## src/rtl/ipc_mbox_pkg.sv

```systemverilog
package ipc_mbox_pkg;
  localparam int MBOX_DATA_W = 32;
  localparam int MBOX_ADDR_W = 6;
  localparam int MBOX_COUNT = 2;

  typedef enum logic [1:0] {
    REG_DATA = 2'd0,
    REG_STAT = 2'd1,
    REG_CFG  = 2'd2,
    REG_NONE = 2'd3
  } regKind_e;

  typedef struct packed {
    logic                   push;
    logic                   pop;
    logic [MBOX_DATA_W-1:0] pushData;
    logic                   cfgWe;
    logic                   cfgEn;
    logic                   ovfClr;
  } mboxStrobe_t;

  function automatic regKind_e decodeReg(input logic [4:0] off);
    case (off)
      5'h00:   return REG_DATA;
      5'h18:   return REG_STAT;
      5'h1C:   return REG_CFG;
      default: return REG_NONE;
    endcase
  endfunction
endpackage

```

## src/rtl/mbox_datapath.sv

```systemverilog
module mbox_datapath
  import ipc_mbox_pkg::*;
#(
  parameter int DEPTH = 8,
  localparam int PTR_W = (DEPTH > 1) ? $clog2(DEPTH) : 1,
  localparam int CNT_W = $clog2(DEPTH + 1)
) (
  input  logic                                     clk,
  input  logic                                     rstN,
  input  mboxStrobe_t [MBOX_COUNT-1:0]             stb,
  output logic [MBOX_COUNT-1:0][MBOX_DATA_W-1:0]   head,
  output logic [MBOX_COUNT-1:0][CNT_W-1:0]         cnt,
  output logic [MBOX_COUNT-1:0]                    full,
  output logic [MBOX_COUNT-1:0]                    empty,
  output logic [MBOX_COUNT-1:0]                    ovf,
  output logic [MBOX_COUNT-1:0]                    en,
  output logic [MBOX_COUNT-1:0]                    irq
);
  localparam logic [CNT_W-1:0] CNT_MAX = CNT_W'(DEPTH);
  localparam logic [PTR_W-1:0] PTR_LAST = PTR_W'(DEPTH - 1);

  for (genvar m = 0; m < MBOX_COUNT; m++) begin : g_box
    logic [MBOX_DATA_W-1:0] mem [DEPTH];
    logic [PTR_W-1:0] wrPtr, rdPtr;
    logic [CNT_W-1:0] cntQ;
    logic ovfQ, enQ;
    logic accept, take;

    assign accept = stb[m].push && (cntQ != CNT_MAX);
    assign take   = stb[m].pop && (cntQ != '0);

    always_ff @(posedge clk) begin
      if (accept) mem[wrPtr] <= stb[m].pushData;
    end

    always_ff @(posedge clk) begin
      if (!rstN) begin
        wrPtr <= '0;
        rdPtr <= '0;
        cntQ  <= '0;
        ovfQ  <= 1'b0;
        enQ   <= 1'b0;
      end else begin
        if (accept) wrPtr <= (wrPtr == PTR_LAST) ? '0 : wrPtr + 1'b1;
        if (take)   rdPtr <= (rdPtr == PTR_LAST) ? '0 : rdPtr + 1'b1;
        case ({accept, take})
          2'b10:   cntQ <= cntQ + 1'b1;
          2'b01:   cntQ <= cntQ - 1'b1;
          default: cntQ <= cntQ;
        endcase
        if (stb[m].push && !accept) ovfQ <= 1'b1;
        else if (stb[m].ovfClr)     ovfQ <= 1'b0;
        if (stb[m].cfgWe) enQ <= stb[m].cfgEn;
      end
    end

    assign head[m]  = mem[rdPtr];
    assign cnt[m]   = cntQ;
    assign full[m]  = (cntQ == CNT_MAX);
    assign empty[m] = (cntQ == '0);
    assign ovf[m]   = ovfQ;
    assign en[m]    = enQ;
    assign irq[m]   = enQ && (cntQ != '0);
  end
endmodule

```

## src/rtl/mbox_ctrl.sv

```systemverilog
module mbox_ctrl
  import ipc_mbox_pkg::*;
#(
  parameter int DEPTH = 8,
  localparam int CNT_W = $clog2(DEPTH + 1)
) (
  input  logic                                   clk,
  input  logic                                   rstN,
  input  logic                                   aSel,
  input  logic                                   aWr,
  input  logic [MBOX_ADDR_W-1:0]                 aAddr,
  input  logic [MBOX_DATA_W-1:0]                 aWdata,
  output logic [MBOX_DATA_W-1:0]                 aRdata,
  input  logic                                   bSel,
  input  logic                                   bWr,
  input  logic [MBOX_ADDR_W-1:0]                 bAddr,
  input  logic [MBOX_DATA_W-1:0]                 bWdata,
  output logic [MBOX_DATA_W-1:0]                 bRdata,
  input  logic [MBOX_COUNT-1:0][MBOX_DATA_W-1:0] head,
  input  logic [MBOX_COUNT-1:0][CNT_W-1:0]       cnt,
  input  logic [MBOX_COUNT-1:0]                  full,
  input  logic [MBOX_COUNT-1:0]                  empty,
  input  logic [MBOX_COUNT-1:0]                  ovf,
  input  logic [MBOX_COUNT-1:0]                  en,
  output mboxStrobe_t [MBOX_COUNT-1:0]           stb
);
  regKind_e aKind, bKind;
  logic aBox, bBox;
  logic [MBOX_COUNT-1:0][MBOX_DATA_W-1:0] statWord;
  logic [MBOX_DATA_W-1:0] aRdNext, bRdNext;

  assign aKind = decodeReg(aAddr[4:0]);
  assign bKind = decodeReg(bAddr[4:0]);
  assign aBox  = aAddr[5];
  assign bBox  = bAddr[5];

  // Mailbox 0: B pushes, A pops. Mailbox 1: A pushes, B pops.
  for (genvar m = 0; m < MBOX_COUNT; m++) begin : g_stb
    logic aHit, bHit, aCfg, bCfg, aStat, bStat;
    assign aHit  = aSel && aWr && (aBox == 1'(m));
    assign bHit  = bSel && bWr && (bBox == 1'(m));
    assign aCfg  = aHit && (aKind == REG_CFG);
    assign bCfg  = bHit && (bKind == REG_CFG);
    assign aStat = aHit && (aKind == REG_STAT) && aWdata[0];
    assign bStat = bHit && (bKind == REG_STAT) && bWdata[0];

    if (m == 0) begin : g_in_a
      assign stb[m].push     = bHit && (bKind == REG_DATA);
      assign stb[m].pushData = bWdata;
      assign stb[m].pop      = aSel && !aWr && !aBox && (aKind == REG_DATA) && !empty[m];
    end else begin : g_in_b
      assign stb[m].push     = aHit && (aKind == REG_DATA);
      assign stb[m].pushData = aWdata;
      assign stb[m].pop      = bSel && !bWr && bBox && (bKind == REG_DATA) && !empty[m];
    end

    assign stb[m].cfgWe  = aCfg || bCfg;
    assign stb[m].cfgEn  = aCfg ? aWdata[0] : bWdata[0];
    assign stb[m].ovfClr = aStat || bStat;

    assign statWord[m] = {full[m], empty[m], 22'b0, 4'(cnt[m]), 3'b0, ovf[m]};
  end

  always_comb begin
    aRdNext = '0;
    case (aKind)
      REG_DATA: if (!aBox && !empty[0]) aRdNext = head[0];
      REG_STAT: aRdNext = statWord[aBox];
      REG_CFG:  aRdNext = {31'b0, en[aBox]};
      default:  aRdNext = '0;
    endcase
  end

  always_comb begin
    bRdNext = '0;
    case (bKind)
      REG_DATA: if (bBox && !empty[1]) bRdNext = head[1];
      REG_STAT: bRdNext = statWord[bBox];
      REG_CFG:  bRdNext = {31'b0, en[bBox]};
      default:  bRdNext = '0;
    endcase
  end

  always_ff @(posedge clk) begin
    if (!rstN) begin
      aRdata <= '0;
      bRdata <= '0;
    end else begin
      if (aSel && !aWr) aRdata <= aRdNext;
      if (bSel && !bWr) bRdata <= bRdNext;
    end
  end
endmodule

```

## src/rtl/ipc_mailbox.sv

```systemverilog
module ipc_mailbox
  import ipc_mbox_pkg::*;
#(
  parameter int DEPTH = 8
) (
  input  logic        clk,
  input  logic        rstN,
  input  logic        aSel,
  input  logic        aWr,
  input  logic [5:0]  aAddr,
  input  logic [31:0] aWdata,
  output logic [31:0] aRdata,
  input  logic        bSel,
  input  logic        bWr,
  input  logic [5:0]  bAddr,
  input  logic [31:0] bWdata,
  output logic [31:0] bRdata,
  output logic        irqA,
  output logic        irqB
);
  localparam int CNT_W = $clog2(DEPTH + 1);

  mboxStrobe_t [MBOX_COUNT-1:0]           stb;
  logic [MBOX_COUNT-1:0][MBOX_DATA_W-1:0] head;
  logic [MBOX_COUNT-1:0][CNT_W-1:0]       cntVec;
  logic [MBOX_COUNT-1:0] fullVec, emptyVec, ovfVec, enVec, irqVec;

  mbox_ctrl #(.DEPTH(DEPTH)) u_ctrl (
    .clk(clk), .rstN(rstN),
    .aSel(aSel), .aWr(aWr), .aAddr(aAddr), .aWdata(aWdata), .aRdata(aRdata),
    .bSel(bSel), .bWr(bWr), .bAddr(bAddr), .bWdata(bWdata), .bRdata(bRdata),
    .head(head), .cnt(cntVec), .full(fullVec), .empty(emptyVec),
    .ovf(ovfVec), .en(enVec), .stb(stb)
  );

  mbox_datapath #(.DEPTH(DEPTH)) u_dp (
    .clk(clk), .rstN(rstN), .stb(stb),
    .head(head), .cnt(cntVec), .full(fullVec), .empty(emptyVec),
    .ovf(ovfVec), .en(enVec), .irq(irqVec)
  );

  assign irqA = irqVec[0];
  assign irqB = irqVec[1];
endmodule

```

## config.mk

```make
export PLATFORM = sky130hd
export DESIGN_NAME = ipc_mailbox
export DESIGN_NICKNAME = d
export VERILOG_FILES = /design/src/rtl/ipc_mbox_pkg.sv /design/src/rtl/mbox_datapath.sv /design/src/rtl/mbox_ctrl.sv /design/src/rtl/ipc_mailbox.sv
export SDC_FILE = /design/constraint.sdc
export NUM_CORES = 1
export LEC_CHECK = 0
export BUFFER_PORTS_ARGS = -buffer_cell sky130_fd_sc_hd__buf_2
export CAP_MARGIN = 20
export CORE_ASPECT_RATIO = 0.9
export CORE_MARGIN = 3
export CORE_UTILIZATION = 51
export CTS_BUF_LIST = sky130_fd_sc_hd__clkbuf_4
export DETAILED_ROUTE_END_ITERATION = 7
export MAX_ROUTING_LAYER = met4
export PLACE_DENSITY = 0.77
export SLEW_MARGIN = 40
export SYNTH_ARGS = -nofsm -noshare
export SYNTH_HDL_FRONTEND = slang
export SYNTH_HIERARCHICAL = 1
export SYNTH_SLANG_ARGS = --single-unit
```

## constraint.sdc

```tcl
create_clock -name clk -period 10.7 [get_ports clk]
set_clock_uncertainty 0.2 [all_clocks]
set_input_delay 1.07 -clock clk [delete_from_list [all_inputs] [get_ports clk]]
set_output_delay 1.07 -clock clk [all_outputs]
set_load 0.02 [all_outputs]
```

==> summary.md, run 1 <==
| Metric | Value |
|---|---|
| Status | finished clean |
| Max-Slew Margin vs Limit | between 40% and 50% |
| Dominant cell type by area after synthesis | edfxtp_1 |
| Die X-Extent | 238 microns |
| Top FF cell, synth | edfxtp_1 |
| Slew @ Worst Pin | 0.823 ns |
| Synth unique cells | 55 |
| Crit-path slowest cell | nor4_1 |
| Total Nets Final | 1586 |
| Die area | between 50000 and 60000 sq um |
| Max Slew Vio Count | 0 |
| Root Driver | clkbuf_4 |
| Startpoint Class | input port |
| DR WL/cell | between 20 and 25 microns |
| Post-layout min period | 3.69 ns |
| Grt ovf | 0 |
| RD Place Congestion | about 0.77 |
| Initial antenna violation count | 10 |
| Cells after DPL | 1953 |
| Post-DRT Antenna Nets | 0 |
| CP Data Required Time | 11.33 ns |
| CTS tree | done |
| Asr flop ratio synth | 0% |
| Post-CTS Setup Bufs | 0 |
| Largest stage delay, worst path | approximately 0.7 ns |
| First DRT Iteration DRCs | 921 |
| Routed met1 length | 20700 microns |
| Register area share after synthesis | 70.1% |
| Total clock sinks | 606 |
| Cells after Synth | 1297 |
| Worst-path clk slew | 0.06 ns |
| Highest Signal Layer | met4 |
| First-pass GRT wire length | 75000 microns |
| Post-DP HPWL | 28400 microns |
| RSZ-0062 raised after global routing | no |
| Row count | 75 |
| Max-Cap Viols | 0 |
| Critical Path Sink Type | register |
| CTS buffer count | 150 |
| Fin crit share | roughly a third |
| Total track usage | between 20% and 30% |
| Setup_tns | 0 ns |
| CTS H-Tree Depth | 4 |
| Core area | 47200 sq um |
| Area contributors post-synth | edfxtp_1 (62%), mux4_1 (9.0%), dfxtp_1 (7.6%) |
| R2R Setup Slk | around 7.5 ns |
| Synth warn | 6 |
| Final setup fails | 0 |
| Top-area cell type share of the netlist area | around 62% |
| Syn_nets | approximately 1400 |
| Vias in the first global route | between 10000 and 15000 |
| Most frequent cells in the layout | edfxtp_1 (512), clkbuf_4 (220), buf_2 (147) |
| Mapped Area | 24600 sq um |
| Synth Register Bits | 606 |
| Skew-Pair Late Insertion Delay | 0.92 ns |
| Delay-heaviest family, CP | simple AND/OR/NAND/NOR gates |
| Syn-to-layout area delta | 12.1% |
| Hold Crit Class | in2reg |
| Post-DR vias/cell | 5.64 |
| CP Cell Sequence | buf_2, or3_1, nor4_1, nand2b_1, ha_1, xor2_1, ha_1, a21oi_1, xor2_1, or3_1, a21boi_0 |
| Cts hold-fix bufs | 0 |
| Hold slack | 0.195 ns |
| Power Density | 164 nW/um^2 |
| Leakage | 9.29 nW |
| IO Pins | 148 |
| Initial Util | a little over half |
| Layout cells sized above 1 | 35.2% |
| Drt total wl | 48900 microns |
| Routed vias | 12579 |
| Metal2 WL | 23600 microns |
| Most common cell after layout, fill and taps aside | edfxtp_1 |
| Crit path DAT | 4.33 ns |
| Maximum clock rate | 271 MHz |
| CP max FO | 11 |
| Setup CP Type | in2reg |
| DR WL met3 | 3590 microns |
| Pre-antenna DRT Iters | 6 |
| Worst VDD drop | 0.0836 mV |
| IO Port Bufs | 147 |
| CTS max path bufs | 3 |
| Number of enable flip-flop cells after synthesis | between 500 and 600 |
| Die Y | between 200 and 250 microns |
| Pin count of the biggest net entering global routing | 83 |
| Buf/Inv on CP | 1 |
| Post_cts resized | 0 |
| DRC | 0 |
| Final Non-Filler Cells | around 2200 |
| Average size of a mapped cell | 19.0 sq um |
| Final hold violation count | 0 |
registers in the layout, indices dropped and copies added, names as in the netlist, named ones only:
| name | count |
|---|---|
| u_dp/g_box.mem | 512 |
| u_ctrl/aRdata | 32 |
| u_ctrl/bRdata | 32 |
| u_dp/g_box.cntQ | 8 |
| u_dp/g_box.rdPtr | 6 |
| u_dp/g_box.wrPtr | 6 |
| u_dp/g_box.enQ | 2 |
| u_dp/g_box.ovfQ | 2 |
report_power, final:
group | switching [mW] | internal [mW] | total [mW] | leakage (nW)
sequential | 0.000396 | 2.55 | 2.56 | 5.36
combinational | 0.0482 | 0.0212 | 0.0694 | 2.80
clock | 0.885 | 1.02 | 1.90 | 1.14
Yosys cell counts, drive strengths merged, types with 14 or more instances:
cell and number:
a21boi 32, a22oi 35, buf 111, clkbuf 26, dfxtp 94, edfxtp 512
ha 14, mux2 76, mux2i 14, mux4 130, nand2 55, nand3 28
nor2b 45, nor3 14, o21ai 19
kinds of logic (layout without fill, tap and decap cells):
kind of cell,after synthesis,in the layout,share of synthesized area (%)
adders and majority gates,14,14,0.711
and+or+nand+nor,206,206,4.68
muxes,220,220,17.3
other,0,11,0
xor gates and xnor gates,6,6,0.213
buffers and inverters,141,447,4.11
AOI/OAI and AO/OA,104,104,2.94
DFF,606,606,70.1
path summary, 6_finish.rpt:
| kind | startpoint | end | depth (start not counted) |
|---|---|---|---|
| worst max register to register | u_dp/g_box[0].cntQ[0]$_SDFFE_PN0P_ | u_dp/g_box[0].cntQ[2]$_SDFFE_PN0P_ | 12 |
| worst min register to register | u_ctrl/bRdata[7]$_SDFFE_PN0P_ | u_ctrl/bRdata[7]$_SDFFE_PN0P_ | 2 |
| worst min-delay path | bWdata[28] | u_dp/g_box[0].mem[6][28]$_DFFE_PP_ | 1 |
| worst max-delay path | aAddr[1] | u_dp/g_box[1].cntQ[2]$_SDFFE_PN0P_ | 11 |
per-layer routing:
layer	global-route usage (%)	vias to the layer above
li1	-	5684
met1	25.7	6346
met2	30.8	470
met3	6.43	79
met4	7.48	0
met5	-	-
area by class of cell:
cell class	count	area [sq um]
Inverter	3	11.3
Fill cell	3401	19600
Clock inverter	45	289
Antenna cell	11	27.5
Tap cell	616	771
Multi-Input combinational cell	550	6460
Timing Repair Buffer	179	1120
Clock buffer	220	1650
Sequential cell	606	17300
through the flow:
stage	setup slack, ns	cell area (sq um)	total power [mW]	utilization, %
2_1_floorplan	4.84	24600	2.66	-
6_report	7.01	27600	4.53	58.5
3_5_place_dp	6.25	25600	2.67	54.2
5_1_grt	6.97	27600	4.73	58.5
3_3_place_gp	6.33	25400	2.67	53.9
4_1_cts	7.11	27500	4.59	58.3
(Power assumes the default switching activity.)
==> inputs of run 2 (changes only) <==
--- a/config.mk
+++ b/config.mk
@@ -5,6 +5,7 @@
 export SDC_FILE = /design/constraint.sdc
 export NUM_CORES = 1
 export LEC_CHECK = 0
+export ABC_AREA = 1
 export BUFFER_PORTS_ARGS = -buffer_cell sky130_fd_sc_hd__buf_2
 export CAP_MARGIN = 20
 export CORE_ASPECT_RATIO = 0.9
@@ -13,7 +14,7 @@
 export CTS_BUF_LIST = sky130_fd_sc_hd__clkbuf_4
 export DETAILED_ROUTE_END_ITERATION = 7
 export MAX_ROUTING_LAYER = met4
-export PLACE_DENSITY = 0.77
+export PLACE_DENSITY = 0.79
 export SLEW_MARGIN = 40
 export SYNTH_ARGS = -nofsm -noshare
 export SYNTH_HDL_FRONTEND = slang
==> constraint.sdc (replaced) <==
create_clock -name clk -period 3.05 [get_ports clk]
set_clock_uncertainty 0.2 [all_clocks]
set_input_delay 0.305 -clock clk [delete_from_list [all_inputs] [get_ports clk]]
set_output_delay 0.305 -clock clk [all_outputs]
set_load 0.02 [all_outputs]
==> run 2 against run 1 <==
Die area is 1.4% higher. Sequential power increased to 3.5 times the previous value. Flip-flop and latch count stayed put. Highest routed layer unchanged. Non-clock buffer count up 187. Combinational power grew to 6.0 times the previous value. Total power increased to 3.6 times the previous value. Largest power group unchanged. Critical path type unchanged. Final cell count rose by 45%.
==> summary.md, run 2 <==
| Metric | Value |
|---|---|
| Storage cell area | 17300 sq um (about the same) |
| Die Y | 216 microns (was 214 microns) |
| Grt ovf | 0 (unchanged) |
| Die X-Extent | 239 microns (was 238 microns) |
| Cells after DPL | 2774 (was 1953) |
| Final hold violation count | 0 (unchanged) |
| Status | finished clean (unchanged) |
| Final Non-Filler Cells | 3233 (was 2230) |
| Max Slew Vio Count | 0 (unchanged) |
| Post-DR vias/cell | 5.50 (was 5.64) |
| Max-Slew Margin vs Limit | 51.0% (was 44.6%) |
| Crit path DAT | 3.61 ns (was 4.33 ns) |
| Maximum clock rate | 332 MHz |
| Total track usage | 23.9% (was 20.2%) |
| Fin util | 61.9% (was 58.5%) |
| Initial Util | 51.9% (was 52.2%) |
| Most used standard cell by instance count after synthesis | edfxtp_1 (unchanged) |
| Register area share after synthesis | 69.0% (was 70.1%) |
| Number of enable flip-flop cells after synthesis | 512 (unchanged) |
| Final worst slack | 0.0400 ns (was 7.01 ns) |
| Syn-to-layout area delta | 19.2% (was 12.1%) |
| CTS H-Tree Depth | 4 (unchanged) |
| Worst-path clk slew | 0.07 ns (was 0.06 ns) |
| Placed Area | 26000 sq um (was 25600 sq um) |
| First-pass GRT wire length | 93400 microns (was 75000 microns) |
| Synth Register Bits | 606 (unchanged) |
| Layout cells sized above 1 | 20.4% (was 35.2%) |
| Worst VDD drop | 0.410 mV (was 0.0836 mV) |
| Core area | 48100 sq um (was 47200 sq um) |
| CP max FO | 6 (was 11) |
| Hold slack | 0.126 ns (was 0.195 ns) |
| Post-layout min period | 3.01 ns |
| Power Density | 544 nW/um^2 (was 164 nW/um^2) |
| Hold Crit Class | in2reg (unchanged) |
| Largest regs | u_dp/g_box.mem: 512 flops, u_ctrl/aRdata: 32 flops, u_ctrl/bRdata: 32 flops (unchanged) |
| Vias in the first global route | 17864 (was 13172) |
| Pre-antenna DRT Iters | 6 (unchanged) |
| Reg with most FFs | u_dp/g_box.mem (unchanged) |
| RD Place Congestion | 0.911 (was 0.768) |
| Initial antenna violation count | 13 (was 10) |
| Commonest cells in the netlist | edfxtp_1 (512), nand2_1 (387), nor2_1 (309) (was edfxtp_1 (512), dfxtp_1 (94), mux4_1 (84)) |
| Drt total wl | 60000 microns (was 48900 microns) |
| Setup CP Type | in2reg (unchanged) |
| Mapped Area | 25000 sq um (was 24600 sq um) |
| Synth warn | 6 (unchanged) |
| Slew @ Worst Pin | 0.734 ns (was 0.823 ns) |
| Total clock sinks | 606 (unchanged) |
| Leakage | 10.8 nW (was 9.29 nW) |
| Max reg flops | 512 (unchanged) |
| CTS buffer count | 149 (was 150) |
| Asr flop ratio synth | 0% (unchanged) |
| Average size of a mapped cell | 11.7 sq um (was 19.0 sq um) |
| CP Data Required Time | 3.65 ns (was 11.33 ns) |
| CTS tree | done (unchanged) |
| Top FF cell, synth | edfxtp_1 (unchanged) |
| Top-area cell type share of the netlist area | 61.5% (was 62.4%) |
| Row count | 76 (was 75) |
| Area of the multi-input gates | 6450 sq um (was 6460 sq um) |
| Dominant cell type by area after synthesis | edfxtp_1 (unchanged) |
| Most common cell after layout, fill and taps aside | edfxtp_1 (unchanged) |
| Post-DRT Antenna Nets | 0 (unchanged) |
| Die area | 51700 sq um (was 51000 sq um) |
| Dpl ws | 0.0675 ns (was 6.25 ns) |
| Final setup fails | 0 (unchanged) |
| Setup_tns | 0 ns (unchanged) |
| Fin crit share | 98.7% |
| IO Pins | 148 (unchanged) |
| Root Driver | clkbuf_4 (unchanged) |
| DRC | 0 (unchanged) |
| Area contributors post-synth | edfxtp_1 (62%), dfxtp_1 (7.5%), nand2_1 (5.8%) (was edfxtp_1 (62%), mux4_1 (9.0%), dfxtp_1 (7.6%)) |
| Syn_nets | 2237 (was 1393) |
| First DRT Iteration DRCs | 1990 (was 921) |
| Cells after Synth | 2141 (was 1297) |
| Skew-Pair Late Insertion Delay | 0.92 ns (about the same) |
| Critical Path Sink Type | register (unchanged) |
| Max-Cap Viols | 0 (unchanged) |
| Post-DP HPWL | 33700 microns (was 28400 microns) |
| DR WL/cell | 18.5 microns (was 21.9 microns) |
| IO Port Bufs | 147 (unchanged) |
| Pin count of the biggest net entering global routing | 129 (was 83) |
| Routed vias | 17771 (was 12579) |
| Most frequent cells in the layout | edfxtp_1 (512), nand2_1 (386), nor2_1 (293) (was edfxtp_1 (512), clkbuf_4 (220), buf_2 (147)) |
| Filler cell count | 3485 (was 3401) |
| Total chip power | 16.2 mW (was 4.53 mW) |
| CTS max path bufs | 3 (unchanged) |
| Synth unique cells | 36 (was 55) |
| Total Nets Final | 2575 (was 1586) |
| Startpoint Class | input port (unchanged) |
| Final Cell Area | 29800 sq um (was 27600 sq um) |
run 2: cell count changes after synthesis, moves of 45 or more:
| cell | delta |
|---|---|
| nand2_1 | +332 |
| mux4_1 | -84 |
| mux4_2 | -46 |
| o21ai_1 | +47 |
| a21oi_1 | +52 |
| mux2_2 | -72 |
| nor2b_1 | -45 |
| mux2i_1 | +50 |
| o21ai_0 | +221 |
| nor2_1 | +297 |
| inv_1 | +55 |
| o22ai_1 | +64 |
run 2: area by class of cell:
cell class | instances | area share, %
repair buffers | 366 | 10.2
diodes | 13 | 0.109
inverters | 63 | 0.802
clock inverters | 28 | 0.542
clock buffers | 240 | 6.05
multi-input cells | 1293 | 21.7
flip-flops and latches | 606 | 58.0
well taps | 624 | 2.62
run 2: path summary, 6_finish.rpt:
check	from	to	slack [ns]	cells after the start
worst max-delay path	aAddr[1]	u_dp/g_box[0].cntQ[2]$_SDFFE_PN0P_	0.04	19
worst min-delay path	bWdata[4]	u_dp/g_box[0].mem[2][4]$_DFFE_PP_	0.13	2
worst max register to register	u_dp/g_box[0].cntQ[1]$_SDFFE_PN0P_	u_dp/g_box[0].cntQ[2]$_SDFFE_PN0P_	0.07	17
worst min register to register	u_ctrl/aRdata[11]$_SDFFE_PN0P_	u_ctrl/aRdata[11]$_SDFFE_PN0P_	0.26	2
run 2: critical path, cell delays in order:
cell,delay [ns]
dlygate4sd3_1,0.53
buf_2,0.12
inv_1,0.04
nand2_1,0.08
dlygate4sd3_1,0.65
nor2_4,0.18
nand2_2,0.11
nor2_8,0.09
nand2_1,0.11
inv_1,0.17
ha_1,0.24
nand2_1,0.07
inv_1,0.07
nor2_1,0.06
ha_1,0.18
a21oi_1,0.17
xnor2_1,0.09
o21ai_0,0.25
inv_1,0.09
run 2: kinds of logic (layout without fill, tap and decap cells):
| logic type | Yosys count | in the layout | synth area share, % |
|---|---|---|---|
| muxes | 64 | 64 | 2.56 |
| buffers and inverters | 242 | 697 | 5.67 |
| adders and majority gates | 14 | 14 | 0.701 |
| and+or+nand+nor | 775 | 775 | 12.4 |
| AOI/OAI and AO/OA | 434 | 434 | 9.37 |
| other | 0 | 13 | 0 |
| xor gates and xnor gates | 6 | 6 | 0.210 |
| DFF | 606 | 606 | 69.0 |
run 2: what timing repair did:
item                                   in CTS  in global routing
endpoints found under the hold margin     600                  0
setup endpoints to repair                   0                 15
hold buffers                              171                  0
buffers inserted                            0                  7
gates resized for setup                     0                  6
run 2: where the power goes:
| group | total [mW] | switching [mW] | internal [mW] | leakage [nW] |
|---|---|---|---|---|
| sequential | 8.96 | 0.00164 | 8.96 | 5.36 |
| combinational | 0.417 | 0.228 | 0.188 | 4.27 |
| clock | 6.84 | 3.19 | 3.65 | 1.18 |
| total | 16.2 | 3.42 | 12.8 | 10.8 |
run 2: layer usage:
layer	track usage, %	up-vias	share of wire (%)
met5	-	-	0
met4	10.6	0	2.7
met3	6.10	124	9.1
met2	36.7	888	48
met1	30.0	8515	41
li1	-	8244	-
